## config.mk

```make
export PLATFORM = sky130hd
export DESIGN_NAME = tlp_predictor
export DESIGN_NICKNAME = d
export VERILOG_FILES = /design/src/rtl/tlp_pkg.sv /design/src/rtl/tlp_hist_table.sv /design/src/rtl/tlp_pattern_table.sv /design/src/rtl/tlp_predictor.sv
export SDC_FILE = /design/constraint.sdc
export NUM_CORES = 1
export LEC_CHECK = 0
export ABC_AREA = 0
export CORE_MARGIN = 1
export CORE_UTILIZATION = 40
export CTS_CLUSTER_DIAMETER = 200
export DETAILED_ROUTE_END_ITERATION = 8
export DONT_BUFFER_PORTS = 1
export PLACE_DENSITY = 0.51
export RECOVER_POWER = 100
export SYNTH_ARGS = -nofsm -noshare
export SYNTH_HDL_FRONTEND = slang
export SYNTH_SLANG_ARGS = --single-unit
```

## constraint.sdc

```tcl
create_clock -name clk -period 6.4 [get_ports clk]
set_input_delay 0.64 -clock clk [delete_from_list [all_inputs] [get_ports clk]]
set_output_delay 0.64 -clock clk [all_outputs]
set_load 0.02 [all_outputs]
```

## src/rtl/tlp_pkg.sv

```systemverilog
package tlp_pkg;

  localparam int CTR_W = 2;

  typedef logic [CTR_W-1:0] ctr_t;

  localparam ctr_t CTR_WEAK_NT = 2'b01;
  localparam ctr_t CTR_MAX     = 2'b11;
  localparam ctr_t CTR_MIN     = 2'b00;

  // saturating step of a direction counter
  function automatic ctr_t ctr_step(input ctr_t cur, input logic taken);
    ctr_t nxt;
    if (taken) nxt = (cur == CTR_MAX) ? cur : cur + ctr_t'(1);
    else       nxt = (cur == CTR_MIN) ? cur : cur - ctr_t'(1);
    return nxt;
  endfunction

endpackage

```

## src/rtl/tlp_hist_table.sv

```systemverilog
module tlp_hist_table #(
  parameter int IDX_W  = 6,
  parameter int HIST_W = 4
) (
  input  logic              clk,
  input  logic              rst,
  input  logic              rd_en,
  input  logic [IDX_W-1:0]  rd_idx,
  output logic              rd_vld,
  output logic [HIST_W-1:0] rd_hist,
  input  logic              wr_en,
  input  logic [IDX_W-1:0]  wr_idx,
  input  logic              wr_taken,
  output logic [HIST_W-1:0] wr_old
);

  localparam int DEPTH = 1 << IDX_W;

  logic [HIST_W-1:0] hist_mem [DEPTH];

  // pre-shift history of the entry being updated (feeds counter training)
  assign wr_old = hist_mem[wr_idx];

  always_ff @(posedge clk) begin
    if (rst) begin
      for (int i = 0; i < DEPTH; i++) hist_mem[i] <= '0;
    end else if (wr_en) begin
      hist_mem[wr_idx] <= {wr_old[HIST_W-2:0], wr_taken};
    end
  end

  // registered read: returns the value from before a same-edge write
  always_ff @(posedge clk) begin
    if (rst) begin
      rd_vld  <= 1'b0;
      rd_hist <= '0;
    end else begin
      rd_vld <= rd_en;
      if (rd_en) rd_hist <= hist_mem[rd_idx];
    end
  end

  AST_HIST_NEW_BIT: assert property (@(posedge clk) disable iff (rst)
    wr_en |=> hist_mem[$past(wr_idx)][0] == $past(wr_taken));

  AST_HIST_OLD_MOVES: assert property (@(posedge clk) disable iff (rst)
    wr_en |=> hist_mem[$past(wr_idx)][HIST_W-1:1] == $past(wr_old[HIST_W-2:0]));

endmodule

```

## src/rtl/tlp_pattern_table.sv

```systemverilog
module tlp_pattern_table
  import tlp_pkg::*;
#(
  parameter int HIST_W = 4
) (
  input  logic              clk,
  input  logic              rst,
  input  logic              rd_en,
  input  logic [HIST_W-1:0] rd_idx,
  output logic              rd_vld,
  output logic              rd_taken,
  input  logic              up_en,
  input  logic [HIST_W-1:0] up_idx,
  input  logic              up_taken
);

  localparam int DEPTH = 1 << HIST_W;

  ctr_t ctr_mem [DEPTH];
  ctr_t up_old;

  assign up_old = ctr_mem[up_idx];

  always_ff @(posedge clk) begin
    if (rst) begin
      for (int i = 0; i < DEPTH; i++) ctr_mem[i] <= CTR_WEAK_NT;
    end else if (up_en) begin
      ctr_mem[up_idx] <= ctr_step(up_old, up_taken);
    end
  end

  always_ff @(posedge clk) begin
    if (rst) begin
      rd_vld   <= 1'b0;
      rd_taken <= 1'b0;
    end else begin
      rd_vld <= rd_en;
      if (rd_en) rd_taken <= ctr_mem[rd_idx][CTR_W-1];
    end
  end

  AST_CTR_ONE_STEP: assert property (@(posedge clk) disable iff (rst)
    up_en |=> ctr_t'(ctr_mem[$past(up_idx)] - $past(up_old)) != 2'd2);

  AST_CTR_TOP_HOLD: assert property (@(posedge clk) disable iff (rst)
    (up_en && up_taken && up_old == CTR_MAX) |=> ctr_mem[$past(up_idx)] == CTR_MAX);

  AST_CTR_BOTTOM_HOLD: assert property (@(posedge clk) disable iff (rst)
    (up_en && !up_taken && up_old == CTR_MIN) |=> ctr_mem[$past(up_idx)] == CTR_MIN);

endmodule

```

## src/rtl/tlp_predictor.sv

```systemverilog
module tlp_predictor #(
  parameter int PC_W    = 32,
  parameter int IDX_LSB = 2,
  parameter int IDX_W   = 6,
  parameter int HIST_W  = 4
) (
  input  logic            clk,
  input  logic            rst,
  input  logic            pred_req,
  input  logic [PC_W-1:0] pred_pc,
  output logic            pred_vld,
  output logic            pred_taken,
  input  logic            upd_en,
  input  logic [PC_W-1:0] upd_pc,
  input  logic            upd_taken
);

  logic [IDX_W-1:0]  pred_idx, upd_idx;
  logic              s1_vld;
  logic [HIST_W-1:0] s1_hist;
  logic [HIST_W-1:0] upd_old_hist;
  logic              unused_pc_bits;

  assign pred_idx = pred_pc[IDX_LSB +: IDX_W];
  assign upd_idx  = upd_pc[IDX_LSB +: IDX_W];
  assign unused_pc_bits = ^{pred_pc, upd_pc};

  // level one: per-branch outcome history
  tlp_hist_table #(
    .IDX_W  (IDX_W),
    .HIST_W (HIST_W)
  ) u_hist (
    .clk      (clk),
    .rst      (rst),
    .rd_en    (pred_req),
    .rd_idx   (pred_idx),
    .rd_vld   (s1_vld),
    .rd_hist  (s1_hist),
    .wr_en    (upd_en),
    .wr_idx   (upd_idx),
    .wr_taken (upd_taken),
    .wr_old   (upd_old_hist)
  );

  // level two: counters addressed by history pattern
  tlp_pattern_table #(
    .HIST_W (HIST_W)
  ) u_pat (
    .clk      (clk),
    .rst      (rst),
    .rd_en    (s1_vld),
    .rd_idx   (s1_hist),
    .rd_vld   (pred_vld),
    .rd_taken (pred_taken),
    .up_en    (upd_en),
    .up_idx   (upd_old_hist),
    .up_taken (upd_taken)
  );

  AST_RESULT_HAS_REQ: assert property (@(posedge clk) disable iff (rst)
    pred_vld |-> $past(pred_req, 2));

  AST_REQ_GETS_RESULT: assert property (@(posedge clk) disable iff (rst)
    pred_req |=> ##1 pred_vld);

endmodule

```

==> results of run 1 <==
-- layout by cell type (no fill, tap or decap), types with 6 or more instances in the layout --
| cell | synthesis | final |
|---|---|---|
| nor2_1 | 291 | 292 |
| edfxtp_1 | 288 | 288 |
| nand2_1 | 105 | 105 |
| mux4_2 | 104 | 104 |
| nand2b_1 | 78 | 78 |
| mux2i_1 | 75 | 75 |
| clkbuf_16 | 0 | 37 |
| nand3_1 | 20 | 20 |
| o22ai_1 | 18 | 18 |
| nor3_1 | 16 | 17 |
| a22oi_1 | 16 | 16 |
| or2_2 | 14 | 14 |
| a21oi_1 | 14 | 14 |
| inv_1 | 14 | 13 |
| clkbuf_1 | 59 | 12 |
| o21ai_0 | 11 | 11 |
| o32ai_1 | 10 | 11 |
| nor2b_1 | 10 | 10 |
| a221oi_1 | 9 | 9 |
| a221o_1 | 9 | 9 |
| mux2_2 | 8 | 8 |
| and2_0 | 0 | 8 |
| buf_4 | 7 | 8 |
| and2_1 | 15 | 7 |
| clkinv_1 | 0 | 7 |
| dfxtp_1 | 7 | 7 |
| a211o_1 | 6 | 6 |
| or2_1 | 6 | 6 |
-- sequential cells by signal (all words and copies together) (netlist names) --
signal           flops
u_pat.rd_taken       1
u_hist.rd_vld        1
u_hist.rd_hist       4
u_pat.rd_vld         1
u_hist.hist_mem    256
u_pat.ctr_mem       32
-- cells in the mapped netlist, types with 6 or more instances --
master and instances:
a221oi_1 9, buf_4 7, mux2_2 8, o32ai_1 10, a211o_1 6, o21ai_0 11
buf_1 15, a221o_1 9, nor2b_1 10, mux2i_1 75, a22oi_1 16, nor2_1 291
or2_1 6, clkbuf_1 59, dfxtp_1 7, or2_2 14, nand2b_1 78, mux4_2 104
nand2_1 105, buf_2 13, nand3_1 20, and2_1 15, inv_1 14, a21oi_1 14
o22ai_1 18, edfxtp_1 288, nor3_1 16
-- power by group through the flow --
stage                     Combinational, µW  Clock [µW]  Sequential [µW]
after global routing                    622        2040             2250
final                                   588        1940             2250
after CTS                               599        1960             2250
after detailed placement                598           0             2290
after floorplan                         471           0             2250
after global placement                  597           0             2290
-- cell type report --
class,count,area share [%]
Sequential cell,295,49.9
Clock inverter,19,0.725
Timing Repair Buffer,19,0.590
Inverter,15,0.320
Multi-Input combinational cell,901,39.1
Clock buffer,43,5.56
Tap cell,525,3.73
-- logic make-up after synthesis --
family	synth area share (%)
AOI/OAI and AO/OA	6.39
DFF	54.2
buffers and inverters	3.13
adders and majority gates	0.139
and+or+nand+nor	16.2
muxes	19.9
-- layer usage --
layer | up-vias | share of wire (%)
met2 | 474 | 47
met5 | - | 0.023
met1 | 5734 | 42
met4 | 2 | 3.0
li1 | 4825 | -
met3 | 94 | 8.3
-- metrics by stage --
| step | hold slack, ps | instance area [µm²] | total power, µW | instances |
|---|---|---|---|---|
| floorplan | 461 | 16200 | 2720 | 1310 |
| global placement | 471 | 16600 | 2880 | 1755 |
| detailed placement | 478 | 16600 | 2880 | 1755 |
| CTS | 144 | 17700 | 4810 | 1817 |
| global route | 148 | 17600 | 4910 | 1817 |
| finish | 169 | 17600 | 4770 | 1817 |
-- critical path: cells and delay by family --
| family | cells | cell delay (ps) |
|---|---|---|
| buffers and inverters | 1 | 1270 |
| AND/OR/NAND/NOR | 6 | 2360 |
| AO/OA/AOI/OAI | 3 | 1290 |
-- worst max path at each step --
stage | startpoint | end | slack [ps] | cells after the start
finish | upd_pc[3] | u_pat.ctr_mem[3][1]$_SDFFCE_PN0P_ | 1070 | 10
global placement | upd_pc[4] | u_pat.ctr_mem[13][0]$_SDFFCE_PN1P_ | 1760 | 10
floorplan | upd_pc[2] | u_pat.ctr_mem[13][0]$_SDFFCE_PN1P_ | 2800 | 11
global route | upd_pc[3] | u_pat.ctr_mem[3][1]$_SDFFCE_PN0P_ | 970 | 10
detailed placement | upd_pc[4] | u_pat.ctr_mem[15][0]$_SDFFCE_PN1P_ | 1750 | 10
CTS | u_hist.hist_mem[29][2]$_SDFFCE_PN0P_ | u_pat.ctr_mem[11][0]$_SDFFCE_PN1P_ | 2140 | 9
==> flow_metrics.py, run 1 <==
metrics = {
    "status": {
        "outcome": "finished, violations left",
        "violations": "max-capacitance violations, max-slew violations",
    },
    "setup_path": {
        "cp_max_fo": 75,
        "max_stage_delay_ps": 1270,
        "rr_endpoint": "u_hist.hist_mem[37][2]$_SDFFCE_PN0P_",
        "worstRegToRegCells": 8,
        "critPathKind": "in -> reg",
        "r2r_setup_slack_ps": 1400,
        "slowest_stage": "clkbuf_1",
        "cp-end-kind": "flop",
        "worstPathRequired_ps": 6700,
        "crit_chain": "nand2b_1, o22ai_1, o31ai_1, o2111ai_1, nor2_1, clkbuf_1, nor2_1, nand2_1, nor3_1, or2_2",
        "crit_arrival_ps": 5630,
        "cp-start-kind": "input pin",
        "reg2reg_from": "u_hist.hist_mem[39][1]$_SDFFCE_PN0P_",
        "critPathMostFrequentCell": "nor2_1",
    },
    "cells_and_area": {
        "final.fill_count": 3786,
        "final_util_pct": 44.2,
        "drive_above_1_share_pct": 15.5,
        "seq_area_mm2": 0.00879,
        "area_delta_synth_final_pct": 8.55,
        "nets": 1336,
        "multiInputGateArea_mm2": 0.00688,
        "diodes": 0,
    },
    "power_and_ir_drop": {
        "swShare_pct": 25.8,
        "cellPowerDensity_mw_per_mm2": 271,
        "ir_drop_mv": 0.228,
        "pwr-share-seq_pct": 47.1,
        "p_comb_share_pct": 12.3,
        "internal_power_uw": 3540,
        "p_leak_uw": 0.00610,
        "power_frac_clock_pct": 40.6,
        "p_sw_uw": 1230,
    },
    "yosys": {
        "ys.flop_type": "edfxtp_1",
        "syn_inst": 1310,
        "synth.avg_cell_area_um2": 12.4,
        "synth_edf_count": 288,
        "synth_nets": 1379,
        "netlist.area_leader.share_pct": 53.4,
        "synth_top_cell_by_area": "edfxtp_1",
        "yosysWarnings": 0,
        "ys_ff_latch": 295,
        "synth_cell_types": 70,
        "ys_seq_area_share_pct": 54.2,
        "synthTopCellsByArea": "edfxtp_1 53%, mux4_2 14%, nor2_1 6.7%",
        "netlist_area_mm2": 0.0162,
        "synth-async-reset-ratio_pct": 0,
    },
    "grt": {
        "grt.busiest_layer": "met2",
        "grt.overflow.total": 0,
        "grt_max_degree": 92,
        "grt_pass1_vias": 11000,
        "grtUsageTotal_pct": 25.6,
        "use_met2_pct": 40.4,
        "grt_pass1_wl_mm": 76.2,
        "grtUsageMet1_pct": 35.1,
        "met3_usage_pct": 5.59,
        "antenna_found_initial": 1,
    },
    "timing": {
        "max_slew_margin_pct": -29.7,
        "worstMarginPinSlew_ps": 1940,
        "finalHoldViolations": 0,
        "final_max_slew_viol_count": 150,
        "fin_tns_setup_ps": 0,
        "fmax_mhz": 188,
        "setup_viol": 0,
        "finalClockSkew_ps": 14.2,
        "fin_crit_sh_pct": 83.3,
        "fin_crit_ps": 5330,
        "rsz0062_at_grt": "no",
        "finalWorstSetupSlack_ps": 1070,
    },
    "cts": {
        "numClockSinks": 295,
        "cts_resized": 0,
        "clockRootBuffer": "clkbuf_16",
        "htree_levels": 2,
        "cts_buffer_depth": 3,
        "insertion_delay_ps": 550,
        "cts_hold_buf": 0,
        "path_clk_slew_ps": 60,
        "cts-buffers-inserted": 35,
        "post_cts_buffers": 0,
        "cts_tree": "built",
    },
    "job": {
        "drv_cap": 7,
    },
    "drt": {
        "firstDrtPassIters": 5,
        "wire_per_inst_um": 28.5,
        "drtIter0Drc": 1191,
        "vias_per_cell": 6.12,
        "wirelength_mm": 51.8,
        "vias": 11100,
        "ant_nets": 0,
        "drc": 0,
    },
    "floorplan": {
        "die_x_um": 203,
        "die_y_um": 203,
        "start_util_pct": 40.7,
        "core_mm2": 0.0398,
        "die_area_mm2": 0.0413,
        "io_pins": 71,
        "rows": 73,
    },
    "min_path": {
        "hold_class": "in -> reg",
        "whs_endpoint": "u_pat.rd_taken$_SDFFE_PP0P_",
        "whs_path_depth": 1,
        "hp-start": "rst",
    },
    "placement": {
        "gp_congestion": 0.894,
        "hpwl_mm": 34.7,
        "pre_cts_ws_ps": 1750,
        "place.port_buffers": 0,
    },
}
No activity file was read; power rests on OpenSTA's default activity.
==> inputs of run 2 (changes only) <==
--- a/config.mk
+++ b/config.mk
@@ -11,7 +11,7 @@
 export CTS_CLUSTER_DIAMETER = 200
 export DETAILED_ROUTE_END_ITERATION = 8
 export DONT_BUFFER_PORTS = 1
-export PLACE_DENSITY = 0.51
+export PLACE_DENSITY = 0.53
 export RECOVER_POWER = 100
 export SYNTH_ARGS = -nofsm -noshare
 export SYNTH_HDL_FRONTEND = slang
==> constraint.sdc (replaced) <==
create_clock -name clk -period 4.5 [get_ports clk]
set_input_delay 0.45 -clock clk [delete_from_list [all_inputs] [get_ports clk]]
set_output_delay 0.45 -clock clk [all_outputs]
set_load 0.02 [all_outputs]
==> flow_metrics.py, run 2 (same netlist as run 1, synthesis figures left out) <==
metrics = {
    "cts": {
        "numClockSinks": 295,
        "insertion_delay_ps": 550,
        "cts_resized": 0,
        "path_clk_slew_ps": 60,
        "clockRootBuffer": "clkbuf_16",
        "cts_tree": "built",
        "cts-buffers-inserted": 35,
        "htree_levels": 2,
        "cts_buffer_depth": 3,
    },
    "cells_and_area": {
        "nets": 1358,
        "stdcell_area_mm2": 0.0178,
        "final_cell_mix": "292 x nor2_1, 288 x edfxtp_1, 105 x nand2_1",
        "area_delta_synth_final_pct": 9.88,
        "largest_reg_flops": 256,
        "final.fill_count": 3724,
        "largestRegisters": "u_hist.hist_mem (256), u_pat.ctr_mem (32), u_hist.rd_hist (4)",
        "final_common_cell": "nor2_1",
        "regMostFlops": "u_hist.hist_mem",
        "drive_above_1_share_pct": 17.0,
        "diodes": 0,
    },
    "drt": {
        "wirelength_mm": 51.0,
        "ant_nets": 0,
        "drtIter0Drc": 1217,
        "drc": 0,
        "vias": 11200,
        "vias_per_cell": 6.08,
        "wire_per_inst_um": 27.7,
        "firstDrtPassIters": 5,
    },
    "setup_path": {
        "cp-end-kind": "flop",
        "max_stage_delay_ps": 690,
        "crit_arrival_ps": 4300,
        "r2r_setup_slack_ps": 480,
        "critPathKind": "reg -> reg",
        "cp_max_fo": 8,
        "cp-start-kind": "flop",
        "slowest_stage": "o32ai_1",
        "crit_chain": "mux2_1, a222oi_1, nand2_1, o2bb2ai_1, nor4_4, nand3_1, o32ai_1, a211oi_2, maj3_2, or2_1",
        "worstRegToRegCells": 10,
        "worstPathRequired_ps": 4780,
        "reg2reg_from": "u_hist.hist_mem[38][3]$_SDFFCE_PN0P_",
        "rr_endpoint": "u_pat.ctr_mem[15][0]$_SDFFCE_PN1P_",
    },
    "timing": {
        "fin_tns_setup_ps": 0,
        "finalHoldViolations": 0,
        "rsz0062_at_grt": "no",
        "fin_crit_sh_pct": 89.4,
        "hold_ws_ps": 56.3,
        "setup_viol": 0,
        "finalClockSkew_ps": 18.9,
        "fmax_mhz": 249,
        "final_max_slew_viol_count": 89,
        "worstMarginPinSlew_ps": 1910,
        "max_slew_margin_pct": -27.5,
        "fin_crit_ps": 4020,
    },
    "power_and_ir_drop": {
        "cellPowerDensity_mw_per_mm2": 389,
        "p_leak_uw": 0.00625,
        "power.total_uw": 6930,
        "ir_drop_mv": 0.258,
    },
    "grt": {
        "grt.overflow.total": 0,
        "grt_max_degree": 92,
        "antenna_found_initial": 0,
        "grt_pass1_vias": 11000,
        "grtUsageTotal_pct": 25.2,
        "grt_pass1_wl_mm": 74.9,
    },
    "floorplan": {
        "io_pins": 71,
        "rows": 73,
        "die_x_um": 203,
        "die_y_um": 203,
        "start_util_pct": 40.7,
        "core_mm2": 0.0398,
        "die_area_mm2": 0.0413,
    },
    "min_path": {
        "hold_class": "in -> reg",
        "whs_endpoint": "u_hist.rd_vld$_SDFF_PP0_",
        "whs_path_depth": 1,
        "hp-start": "pred_req",
    },
    "placement": {
        "placed_cell_area_mm2": 0.0168,
        "gp_congestion": 0.867,
        "place.port_buffers": 0,
        "hpwl_mm": 34.7,
    },
    "job": {
        "drv_cap": 5,
    },
    "status": {
        "outcome": "finished, violations left",
        "violations": "max-capacitance violations, max-slew violations",
    },
}
-- run 2: repair_timing --
| action | 4_1_cts | 5_1_grt |
|---|---|---|
| endpoints found under the setup margin | 0 | 0 |
| hold buffers | 1 | 0 |
| buffers inserted | 0 | 0 |
| hold endpoints to repair | 7 | 0 |
-- run 2: per-layer routing --
layer / vias up / GRT usage, % / part of all wire (%)
met5: - / 0 / 0
met4: 0 / 9.32 / 3.8
li1: 4882 / - / -
met3: 98 / 4.70 / 8.5
met1: 5672 / 35.0 / 42
met2: 513 / 39.4 / 46
-- run 2: worst max-delay path: cells and delay by family, from the launching register on --
family / cells / cell delay, ps
compound gates: 4 / 1380
fa+ha+maj: 1 / 420
flops: 1 / 440
mux: 1 / 330
simple gates: 4 / 1160
-- run 2: power by group --
part / switching [µW] / internal (µW) / leakage, µW / total, µW
registers: 79.4 / 3120 / 0.00295 / 3200
logic: 521 / 338 / 0.00274 / 859
clock network: 1150 / 1720 / 0.000564 / 2870
-- run 2: layout make-up --
| class | count | area (µm²) | share of cell area, % |
|---|---|---|---|
| inverter | 15 | 56.3 | 0.316 |
| tap | 525 | 657 | 3.69 |
| sequential | 295 | 8790 | 49.3 |
| clock inverter | 19 | 193 | 1.08 |
| multi-input combinational | 901 | 6900 | 38.7 |
| clock buffer | 41 | 941 | 5.28 |
| timing repair buffer | 41 | 278 | 1.56 |
-- run 2: worst max-delay path by stage --
stage	start	end	slack (ps)
final	u_hist.hist_mem[38][3]$_SDFFCE_PN0P_	u_pat.ctr_mem[15][0]$_SDFFCE_PN1P_	480
after global placement	upd_pc[3]	u_pat.ctr_mem[9][0]$_SDFFCE_PN1P_	610
after detailed placement	upd_pc[3]	u_pat.ctr_mem[15][0]$_SDFFCE_PN1P_	570
after global routing	u_hist.hist_mem[38][3]$_SDFFCE_PN0P_	u_pat.ctr_mem[2][1]$_SDFFCE_PN0P_	300
after CTS	u_hist.hist_mem[38][3]$_SDFFCE_PN0P_	u_pat.ctr_mem[15][0]$_SDFFCE_PN1P_	750
after floorplan	upd_pc[2]	u_pat.ctr_mem[13][0]$_SDFFCE_PN1P_	1090
-- run 2: through the flow --
step	cells	setup WS, ps	utilization (%)
after global routing	1837	296	44.7
after CTS	1837	745	45.0
after detailed placement	1776	573	42.1
final	1837	478	44.7
after floorplan	1310	1090	-
after global placement	1776	609	42.1
==> inputs of run 3 (changes only) <==
--- a/config.mk
+++ b/config.mk
@@ -11,8 +11,7 @@
 export CTS_CLUSTER_DIAMETER = 200
 export DETAILED_ROUTE_END_ITERATION = 8
 export DONT_BUFFER_PORTS = 1
-export PLACE_DENSITY = 0.53
-export RECOVER_POWER = 100
+export PLACE_DENSITY = 0.62
 export SYNTH_ARGS = -nofsm -noshare
 export SYNTH_HDL_FRONTEND = slang
 export SYNTH_SLANG_ARGS = --single-unit
==> flow_metrics.py, run 3 (same netlist as run 1, synthesis figures left out) <==
metrics = {
    "job": {
        "drv_cap": 0,
    },
    "timing": {
        "worstMarginPinSlew_ps": 1060,
        "finalWorstSetupSlack_ps": 652,
        "final_max_slew_viol_count": 0,
        "fin_tns_setup_ps": 0,
        "finalClockSkew_ps": 32.5,
        "fin_crit_ps": 3850,
        "fin_crit_sh_pct": 85.5,
        "finalHoldViolations": 0,
        "fmax_mhz": 260,
        "max_slew_margin_pct": 28.7,
        "setup_viol": 0,
        "rsz0062_at_grt": "no",
    },
    "cts": {
        "cts_buffer_depth": 3,
        "path_clk_slew_ps": 60,
        "cts_tree": "built",
        "htree_levels": 2,
        "cts-buffers-inserted": 34,
        "post_cts_buffers": 0,
        "clockRootBuffer": "clkbuf_16",
        "numClockSinks": 295,
        "insertion_delay_ps": 530,
    },
    "status": {
        "outcome": "complete, no violations",
    },
    "placement": {
        "pre_cts_ws_ps": 539,
        "hpwl_mm": 32.3,
        "placed_cell_area_mm2": 0.0167,
        "gp_congestion": 0.958,
        "place.port_buffers": 0,
    },
    "setup_path": {
        "cp-start-kind": "flop",
        "crit_chain": "mux2_2, a222oi_1, nand2_1, o2bb2ai_1, nor4_4, nand3_1, o32ai_2, a211oi_2, maj3_2, or2_1",
        "r2r_setup_slack_ps": 650,
        "rr_endpoint": "u_pat.ctr_mem[14][0]$_SDFFCE_PN1P_",
        "crit_arrival_ps": 4100,
        "cp_max_fo": 8,
        "reg2reg_from": "u_hist.hist_mem[32][3]$_SDFFCE_PN0P_",
        "max_stage_delay_ps": 530,
        "worstPathRequired_ps": 4750,
        "cp-end-kind": "flop",
        "critPathKind": "reg -> reg",
        "slowest_stage": "nor4_4",
        "worstRegToRegCells": 10,
    },
    "floorplan": {
        "die_y_um": 203,
        "io_pins": 71,
        "rows": 73,
        "start_util_pct": 40.7,
        "die_area_mm2": 0.0413,
        "core_mm2": 0.0398,
        "die_x_um": 203,
    },
    "drt": {
        "vias_per_cell": 6.21,
        "wire_per_inst_um": 26.4,
        "wirelength_mm": 48.4,
        "firstDrtPassIters": 7,
        "drc": 0,
        "drtIter0Drc": 1654,
        "ant_nets": 0,
        "vias": 11400,
    },
    "cells_and_area": {
        "diodes": 0,
        "multiInputGateArea_mm2": 0.00695,
        "drive_above_1_share_pct": 18.1,
        "final_common_cell": "nor2_1",
        "final_cell_mix": "291 x nor2_1, 288 x edfxtp_1, 105 x nand2_1",
        "largest_reg_flops": 256,
        "stdcell_area_mm2": 0.0178,
        "nets": 1349,
        "area_delta_synth_final_pct": 10.1,
        "regMostFlops": "u_hist.hist_mem",
        "final.fill_count": 3686,
        "largestRegisters": "u_hist.hist_mem (256), u_pat.ctr_mem (32), u_hist.rd_hist (4)",
        "seq_area_mm2": 0.00879,
    },
    "min_path": {
        "hold_class": "in -> reg",
        "whs_endpoint": "u_hist.rd_hist[3]$_SDFFE_PP0P_",
        "whs_path_depth": 1,
        "hp-start": "rst",
    },
    "grt": {
        "grt_pass1_vias": 11100,
        "grt.overflow.total": 0,
        "antenna_found_initial": 1,
        "grtUsageTotal_pct": 23.6,
        "grt_pass1_wl_mm": 71.9,
        "grt_max_degree": 92,
    },
    "power_and_ir_drop": {
        "power.total_uw": 6890,
        "ir_drop_mv": 0.259,
        "p_leak_uw": 0.00625,
        "cellPowerDensity_mw_per_mm2": 386,
    },
}
run 3: cell count changes in the layout (fill, tap and decap cells not counted), sizes merged:
cell	previous run	this run
clkinvlp	0	2
clkbuf	54	38
clkinv	15	17
buf	27	31
dlygate4sd3	1	2
run 3: critical path: cells and delay by family, from the launching register on:
kind / cells / cell delay (ps)
simple gates: 4 / 1220
mux: 1 / 290
fa+ha+maj: 1 / 410
compound gates: 4 / 1210
flops: 1 / 430
run 3: power by group:
part	internal, µW	switching (µW)
sequential	3120	77.9
clock	1670	1170
combinational	346	512
run 3: how the worst max path moves through the flow:
stage	start	endpoint	slack (ps)	depth (start not counted)
global placement	upd_pc[2]	u_pat.ctr_mem[13][0]$_SDFFCE_PN1P_	570	11
CTS	u_hist.hist_mem[36][1]$_SDFFCE_PN0P_	u_pat.ctr_mem[11][0]$_SDFFCE_PN1P_	790	11
global route	u_hist.hist_mem[36][3]$_SDFFCE_PN0P_	u_pat.ctr_mem[11][0]$_SDFFCE_PN1P_	560	10
detailed placement	upd_pc[2]	u_pat.ctr_mem[11][0]$_SDFFCE_PN1P_	540	10
floorplan	upd_pc[2]	u_pat.ctr_mem[13][0]$_SDFFCE_PN1P_	1090	11
finish	u_hist.hist_mem[32][3]$_SDFFCE_PN0P_	u_pat.ctr_mem[14][0]$_SDFFCE_PN1P_	650	10
run 3: timing repair:
item                                    CTS  global route
hold buffers                              1             1
endpoints found under the setup margin    0             0
endpoints found under the hold margin     2             1
gates resized for setup                   0             0
run 3: final cells by class:
type / count / area share (%)
sequential: 295 / 49.2
clock buffer: 38 / 4.97
inverter: 15 / 0.322
clock inverter: 23 / 1.39
tap: 525 / 3.68
multi-input combinational: 901 / 38.9
timing repair buffer: 33 / 1.49
run 3: routing by layer:
layer	vias to the layer above	track usage, %	part of all wire (%)
li1	4871	-	-
met1	5685	31.7	39
met2	680	36.5	45
met3	127	5.61	11
met4	2	10.1	4.5
met5	-	0	0.039
run 3: per-stage QoR:
stage	std cells	util (%)	hold WS (ps)
after global routing	1830	44.8	3.81
final	1830	44.8	20.9
after CTS	1829	44.8	1.68
after global placement	1767	41.9	466
after floorplan	1310	-	461
after detailed placement	1767	41.9	475
